==> config.mk <==
export PLATFORM = sky130hd
export DESIGN_NAME = bootrom_guard
export DESIGN_NICKNAME = d
export VERILOG_FILES = /design/src/rtl/bg_pkg.sv /design/src/rtl/bg_ctl_reg.sv /design/src/rtl/bg_smi_gen.sv /design/src/rtl/bg_region_gate.sv /design/src/rtl/bootrom_guard.sv
export SDC_FILE = /design/constraint.sdc
export NUM_CORES = 1
export LEC_CHECK = 0
export BUFFER_PORTS_ARGS = -buffer_cell sky130_fd_sc_hd__buf_2
export CAP_MARGIN = 30
export CORE_AREA = 2 2 39 41
export CTS_CLUSTER_DIAMETER = 80
export DETAILED_ROUTE_END_ITERATION = 6
export DIE_AREA = 0 0 41 43
export HOLD_SLACK_MARGIN = 0.02
export PLACE_DENSITY = 0.65
export SLEW_MARGIN = 10
export SYNTH_ARGS = -nofsm -noshare
export SYNTH_HDL_FRONTEND = slang
export SYNTH_SLANG_ARGS = --single-unit
==> constraint.sdc <==
create_clock -name clk -period 0.8 [get_ports clk]
set_clock_uncertainty 0.05 [all_clocks]
set_input_delay 0 -clock clk [delete_from_list [all_inputs] [get_ports clk]]
set_output_delay 0 -clock clk [all_outputs]
set_load 0.005 [all_outputs]
==> src/rtl/bg_pkg.sv <==
package bg_pkg;
   // Bit positions of the control fields; the read mux and decode depend on them.
   localparam int unsigned WEN_BIT   = 0;
   localparam int unsigned LOCK_BIT  = 1;
   localparam int unsigned CDIS_BIT  = 2;
   localparam int unsigned PREF_BIT  = 3;
   localparam int unsigned TSWAP_BIT = 4;
   localparam int unsigned USED_W    = 5;

   typedef struct packed {
      logic [1:0] policy;   // [1] prefetch enable, [0] cache disable
      logic       lock;
      logic       wen;
   } bg_state_t;

   localparam bg_state_t BG_RESET = '{policy: 2'b00, lock: 1'b0, wen: 1'b0};
endpackage

==> src/rtl/bg_ctl_reg.sv <==
module bg_ctl_reg
   import bg_pkg::*;
#(
   parameter int unsigned DATA_W = 8
) (
   input  logic              clk,
   input  logic              rst_n,
   input  logic              wr_hit,
   input  logic [DATA_W-1:0] wdata,
   output bg_state_t         state_q
);
   bg_state_t state_d;

   always_comb begin
      state_d = state_q;
      if (wr_hit) begin
         state_d.policy = wdata[PREF_BIT:CDIS_BIT];
         state_d.lock   = state_q.lock | wdata[LOCK_BIT];
         state_d.wen    = wdata[WEN_BIT];
      end
   end

   always_ff @(posedge clk or negedge rst_n) begin
      if (!rst_n) state_q <= BG_RESET;
      else        state_q <= state_d;
   end
endmodule

==> src/rtl/bg_smi_gen.sv <==
module bg_smi_gen (
   input  logic clk,
   input  logic rst_n,
   input  logic wr_hit,
   input  logic wdata_wen,
   input  logic wen_q,
   input  logic lock_q,
   output logic smi_req
);
   logic fire;

   assign fire = wr_hit & wdata_wen & ~wen_q & lock_q;

   always_ff @(posedge clk or negedge rst_n) begin
      if (!rst_n) smi_req <= 1'b0;
      else        smi_req <= fire;
   end
endmodule

==> src/rtl/bg_region_gate.sv <==
module bg_region_gate (
   input  logic clk,
   input  logic rst_n,
   input  logic wr_req,
   input  logic allow,
   output logic wr_fwd,
   output logic blocked
);
   assign wr_fwd = wr_req & allow;

   always_ff @(posedge clk or negedge rst_n) begin
      if (!rst_n) blocked <= 1'b0;
      else        blocked <= wr_req & ~allow;
   end
endmodule

==> src/rtl/bootrom_guard.sv <==
module bootrom_guard
   import bg_pkg::*;
#(
   parameter int unsigned ADDR_W     = 8,
   parameter int unsigned DATA_W     = 8,
   parameter int unsigned REG_OFFSET = 'hDC
) (
   input  logic              clk,
   input  logic              rst_n,
   input  logic              cfg_wr_en,
   input  logic              cfg_rd_en,
   input  logic [ADDR_W-1:0] cfg_addr,
   input  logic [DATA_W-1:0] cfg_wdata,
   output logic [DATA_W-1:0] cfg_rdata,
   input  logic              top_swap_in,
   input  logic              region_wr_req,
   output logic              region_wr_fwd,
   output logic              blocked_write,
   output logic              bios_write_allow,
   output logic              prefetch_en,
   output logic              cache_dis,
   output logic              invalid_cfg,
   output logic              smi_req
);
   localparam int unsigned RSVD_W = DATA_W - USED_W;
   localparam logic [ADDR_W-1:0] OFFS = ADDR_W'(REG_OFFSET);

   if (DATA_W < USED_W) begin : g_bad_data_w
      $error("bootrom_guard: DATA_W must be at least 5");
   end
   if (ADDR_W < 1 || REG_OFFSET >= (1 << ADDR_W)) begin : g_bad_offset
      $error("bootrom_guard: REG_OFFSET does not fit in ADDR_W");
   end

   bg_state_t   st_q;
   logic        addr_hit, wr_hit, rd_hit;
   logic        lock_bit, wen_bit;
   logic [USED_W-1:0] used_bits;

   assign addr_hit = (cfg_addr == OFFS);
   assign wr_hit   = cfg_wr_en & addr_hit;
   assign rd_hit   = cfg_rd_en & addr_hit;

   bg_ctl_reg #(.DATA_W(DATA_W)) u_reg (
      .clk     (clk),
      .rst_n   (rst_n),
      .wr_hit  (wr_hit),
      .wdata   (cfg_wdata),
      .state_q (st_q)
   );

   assign lock_bit = st_q.lock;
   assign wen_bit  = st_q.wen;

   bg_smi_gen u_smi (
      .clk       (clk),
      .rst_n     (rst_n),
      .wr_hit    (wr_hit),
      .wdata_wen (cfg_wdata[WEN_BIT]),
      .wen_q     (wen_bit),
      .lock_q    (lock_bit),
      .smi_req   (smi_req)
   );

   bg_region_gate u_gate (
      .clk     (clk),
      .rst_n   (rst_n),
      .wr_req  (region_wr_req),
      .allow   (wen_bit),
      .wr_fwd  (region_wr_fwd),
      .blocked (blocked_write)
   );

   assign bios_write_allow = wen_bit;
   assign prefetch_en      = st_q.policy[1];
   assign cache_dis        = st_q.policy[0];
   assign invalid_cfg      = &st_q.policy;

   assign used_bits = {top_swap_in, st_q.policy, st_q.lock, st_q.wen};

   if (RSVD_W > 0) begin : g_rsvd
      assign cfg_rdata = rd_hit ? {{RSVD_W{1'b0}}, used_bits} : '0;
   end else begin : g_norsvd
      assign cfg_rdata = rd_hit ? used_bits : '0;
   end
endmodule

* Word-level counts from Yosys, hierarchy flattened *
Cells that the tools add are included.

operators by class
  eq/ne operators = 1
  muxes and demuxes = 1
  bitwise logic cells = 9
  reduce and logical (&&, ||, !) cells = 1

operator list
  cell                number
  $eq 8x8->1 const B  1
  $and 1x1->1         7
  $mux 5              1
  $reduce_and 2->1    1
  $not 1->1           1
  $or 1x1->1          1

word-level totals
  flip-flop bits (word level) = 6
  bits of input ports = 22
  output and inout bits = 15

* Depth between registers and ports, before layout *
  word-level depth = 5
  gate-level depth with buffers = 3

* Modules after synthesis *
A second synthesis with hierarchy kept.

unflattened totals
  cells, all modules = 33
  area total of the unflattened synthesis = 325.3 µm²

modules (own cells, without submodules)
  module          times used  cells each  area each (µm²)
  bg_ctl_reg      1           8           142.6
  bootrom_guard   1           20          106.4
  bg_region_gate  1           3           41.3
  bg_smi_gen      1           2           35.0

* Least setup slack after synthesis *
OpenSTA, ideal clock, no wires.

  kind = input -> register
  start point = input port cfg_addr[5]
  end point = register u_reg.state_q[0] in the netlist's numbering
  library setup time = 125 ps
  data arrival time = 772 ps
  required time = 625 ps
  slack = -147 ps
  cell stages on the path = 3
  path through = nor4b_4 -> nand3_4 -> mux2_4

on the way
  word-level cells in the longest chain between the ends = 2

RTL lines
  what                  RTL line             source
  start, declared       bootrom_guard.sv:12  input logic [ADDR_W-1:0] cfg_addr,
  $eq 8x8->1            bootrom_guard.sv:40  assign addr_hit = (cfg_addr == OFFS);
  $and 1x1->1           bootrom_guard.sv:41  assign wr_hit = cfg_wr_en & addr_hit;
  end signal, assigned  bg_ctl_reg.sv:25     else state_q <= state_d;
  end, declared         bg_ctl_reg.sv:10     output bg_state_t state_q

No other way between the ends.
A chain may end at the register's enable or synchronous reset.

* Final worst setup path *
  start point = register u_reg.state_q[0] in the netlist's numbering
  end point = output port cfg_rdata[0]

on the way
  word-level cells in the longest chain between the ends = 1

RTL lines
  what           RTL line             source
  $mux 5         bootrom_guard.sv:82  assign cfg_rdata = rd_hit ? {{RSVD_W{1'b0}}, used_bits} : '0;
  end, declared  bootrom_guard.sv:14  output logic [DATA_W-1:0] cfg_rdata,

No other way between the ends.

==> impl_metrics.toml <==
[synth]
ys_seq_area_frac = 0.430
ys_ff_latch = 6
yosys_warnings = 0
synth.cells.most_frequent = "7 x and2_1, 6 x dfrtp_1, 3 x buf_4, 3 x mux2_4"
syn_inst = 28
synth_edf_count = 0
async_flop_share = 1.00
ys.flop_type = "dfrtp_1"
synth.distinct_cells = 13
synth_area_um2 = 349
synth_area_leader_cell = "dfrtp_1"
synth_most_common_cell = "and2_1"
netlist_top_cells_area = "dfrtp_1 43%, mux2_4 13%, and2_1 13%, nor4b_4 6.8%, buf_4 6.5%"
synth.avg_cell_area_um2 = 12.5
yosys.area.top_type_share = 0.430

[cells_and_area]
instances_no_fill = 86
diodes = 0
finalCoreUtilization = 0.484
final_layout_size_suffix_gt1_frac = 0.686
area_growth_pct = 91.8
final_nets = 94
post-route-cell-area_um2 = 669
n_fill_cell = 135

[place]
globalplace.congestion = 0.641
dp_hpwl_um = 638
place_inst = 73
dpl-instance-area_um2 = 507
io_buffer_count = 29

[cts]
cts_root_buffer = "clkbuf_4"
clock_sinks = 6
clockBufferDepth = 2
cts_buffers = 3
clock_latency_ns = 0.24
h-tree-depth = 1
clkSlewWorstSetupHoldPaths_ns = 0.05
cts_tree = "yes"

[route]
vias = 368
drc = 0
wl_per_cell_um = 11.6
vias_per_cell = 4.28
ant_nets = 0
drt_first_iter_violations = 0
dr.pass1.iters = 1
drt_wl_total_um = 995

[run_status]
violations = "hold timing, setup timing"
status = "finished with violations"

[worst_setup_path]
crit_fanout = 4
crit_path_start = "u_reg.state_q[0]"
crit_type = "flop to output port"
timing.rr.end = "u_reg.state_q[0]"
endpoint = "cfg_rdata[0]"
crit_required_ns = 0.75
rr_worst_depth = 2
worst_setup_path_end_kind = "output port"
r2r_slack_ns = -0.15
reg2reg_from = "u_reg.state_q[0]"
arrival_ns = 0.98
critPathLaunchType = "flop"

[grt]
antenna_found_initial = 0
grt_use_total = 0.130
grt.overflow.total = 0
grt_pass1_wl_um = 1450
grt_pass1_vias = 371
grt_max_degree = 7

[pwr]
irDropWorstVdd_uv = 554
switchingPower_mw = 0.166
combPwrFrac = 0.203
seqPwrFrac = 0.431
p_leak_nw = 0.376
power_density_nw_per_um2 = 1120
clkPwrFrac = 0.366
p_int_mw = 0.586
sw_frac_of_total = 0.221

[floorplan]
die_x_um = 41
io_pins = 37
start_util = 0.252
coreArea_um2 = 1380
die_h_um = 43
die_area_um2 = 1760
rows = 14

[hold_path]
hold_path.class = "input pin to flop"
hp-start = "cfg_wdata[2]"

[sta]
rsz0062_at_grt = "true"
period_needed_ns = 1.03
hold_ws_ns = -0.0579
hold_viol_final = 2
fmax_mhz = 969
final.setup.worst_slack_ns = -0.232
finalCritPeriodShare = 1.29
setup_violations = 15
timing.final.max_slew_violations = 0
final.setup.tns_ns = -1.78

[run]
maxCapViolations = 0
[critical path: stages (launching register included)]
cell     delay, ns
dfrtp_1       0.38
buf_6         0.13
and2_4        0.13
buf_6         0.10
[placed cells by master, fill, tap and decap left out, drive strengths merged, types with 3 or more instances in the layout]
cell,count
buf,35
and2,7
dfrtp,6
dlygate4sd3,5
mux2,3
conb,3
clkbuf,3
[power groups by stage]
stage / combinational, mW / sequential, mW / clock, mW
5_1_grt: 0.168 / 0.325 / 0.310
4_1_cts: 0.141 / 0.324 / 0.285
6_report: 0.153 / 0.325 / 0.275
2_1_floorplan: 0.0396 / 0.331 / 0
3_5_place_dp: 0.0994 / 0.330 / 0
3_3_place_gp: 0.0979 / 0.329 / 0
[metal layers]
layer,part of all wire,GRT usage,vias to the layer above
met1,0.30,0.108,164
met5,0,0,-
met4,0.029,0.120,0
li1,-,-,176
met3,0.096,0.0314,4
met2,0.58,0.225,24
[final cells by class]
cell class	instances	area, um^2	share of cell area
repair buffers	40	273	0.407
flip-flops and latches	6	150	0.224
clock buffers	3	22.5	0.0336
multi-input cells	21	204	0.305
well taps	16	20.0	0.0299
[flip-flops by register name (all words and copies together), names as in the netlist]
name,cells
u_reg.state_q,4
u_smi.smi_req,1
u_gate.blocked,1
[worst min-delay path by stage]
| stage | endpoint | slack [ns] | cells past startpoint |
|---|---|---|---|
| global placement | u_gate.blocked | -0.22 | 1 |
| finish | u_reg.state_q[2] | -0.06 | 2 |
| floorplan | u_gate.blocked | -0.35 | 0 |
| CTS | u_reg.state_q[2] | -0.07 | 2 |
| detailed placement | u_gate.blocked | -0.22 | 1 |
| global route | u_reg.state_q[2] | -0.06 | 2 |
[per-stage QoR]
| step | setup slack (ns) | power [mW] |
|---|---|---|
| 2_1_floorplan | -0.147 | 0.370 |
| 3_3_place_gp | -0.294 | 0.427 |
| 3_5_place_dp | -0.323 | 0.430 |
| 4_1_cts | -0.230 | 0.750 |
| 5_1_grt | -0.280 | 0.803 |
| 6_report | -0.232 | 0.752 |
[cells by family (layout without fill, tap and decap cells)]
family / Yosys count / count (layout) / share of synthesized area
buffers and inverters: 3 / 43 / 0.0645
multiplexers: 3 / 3 / 0.129
other: 1 / 3 / 0.0107
AO/OA/AOI/OAI: 1 / 1 / 0.0323
flip-flops: 6 / 6 / 0.430
AND/OR/NAND/NOR: 14 / 14 / 0.333
[timing repair]
item	in CTS	in global routing
pin swaps	4	2
resized for setup	5	6
setup buffers	5	0
cloned	0	0
hold buffers	4	1
hold endpoints to repair	12	3
endpoints found under the setup margin	13	15
No activity file was read; power rests on OpenSTA's default activity.
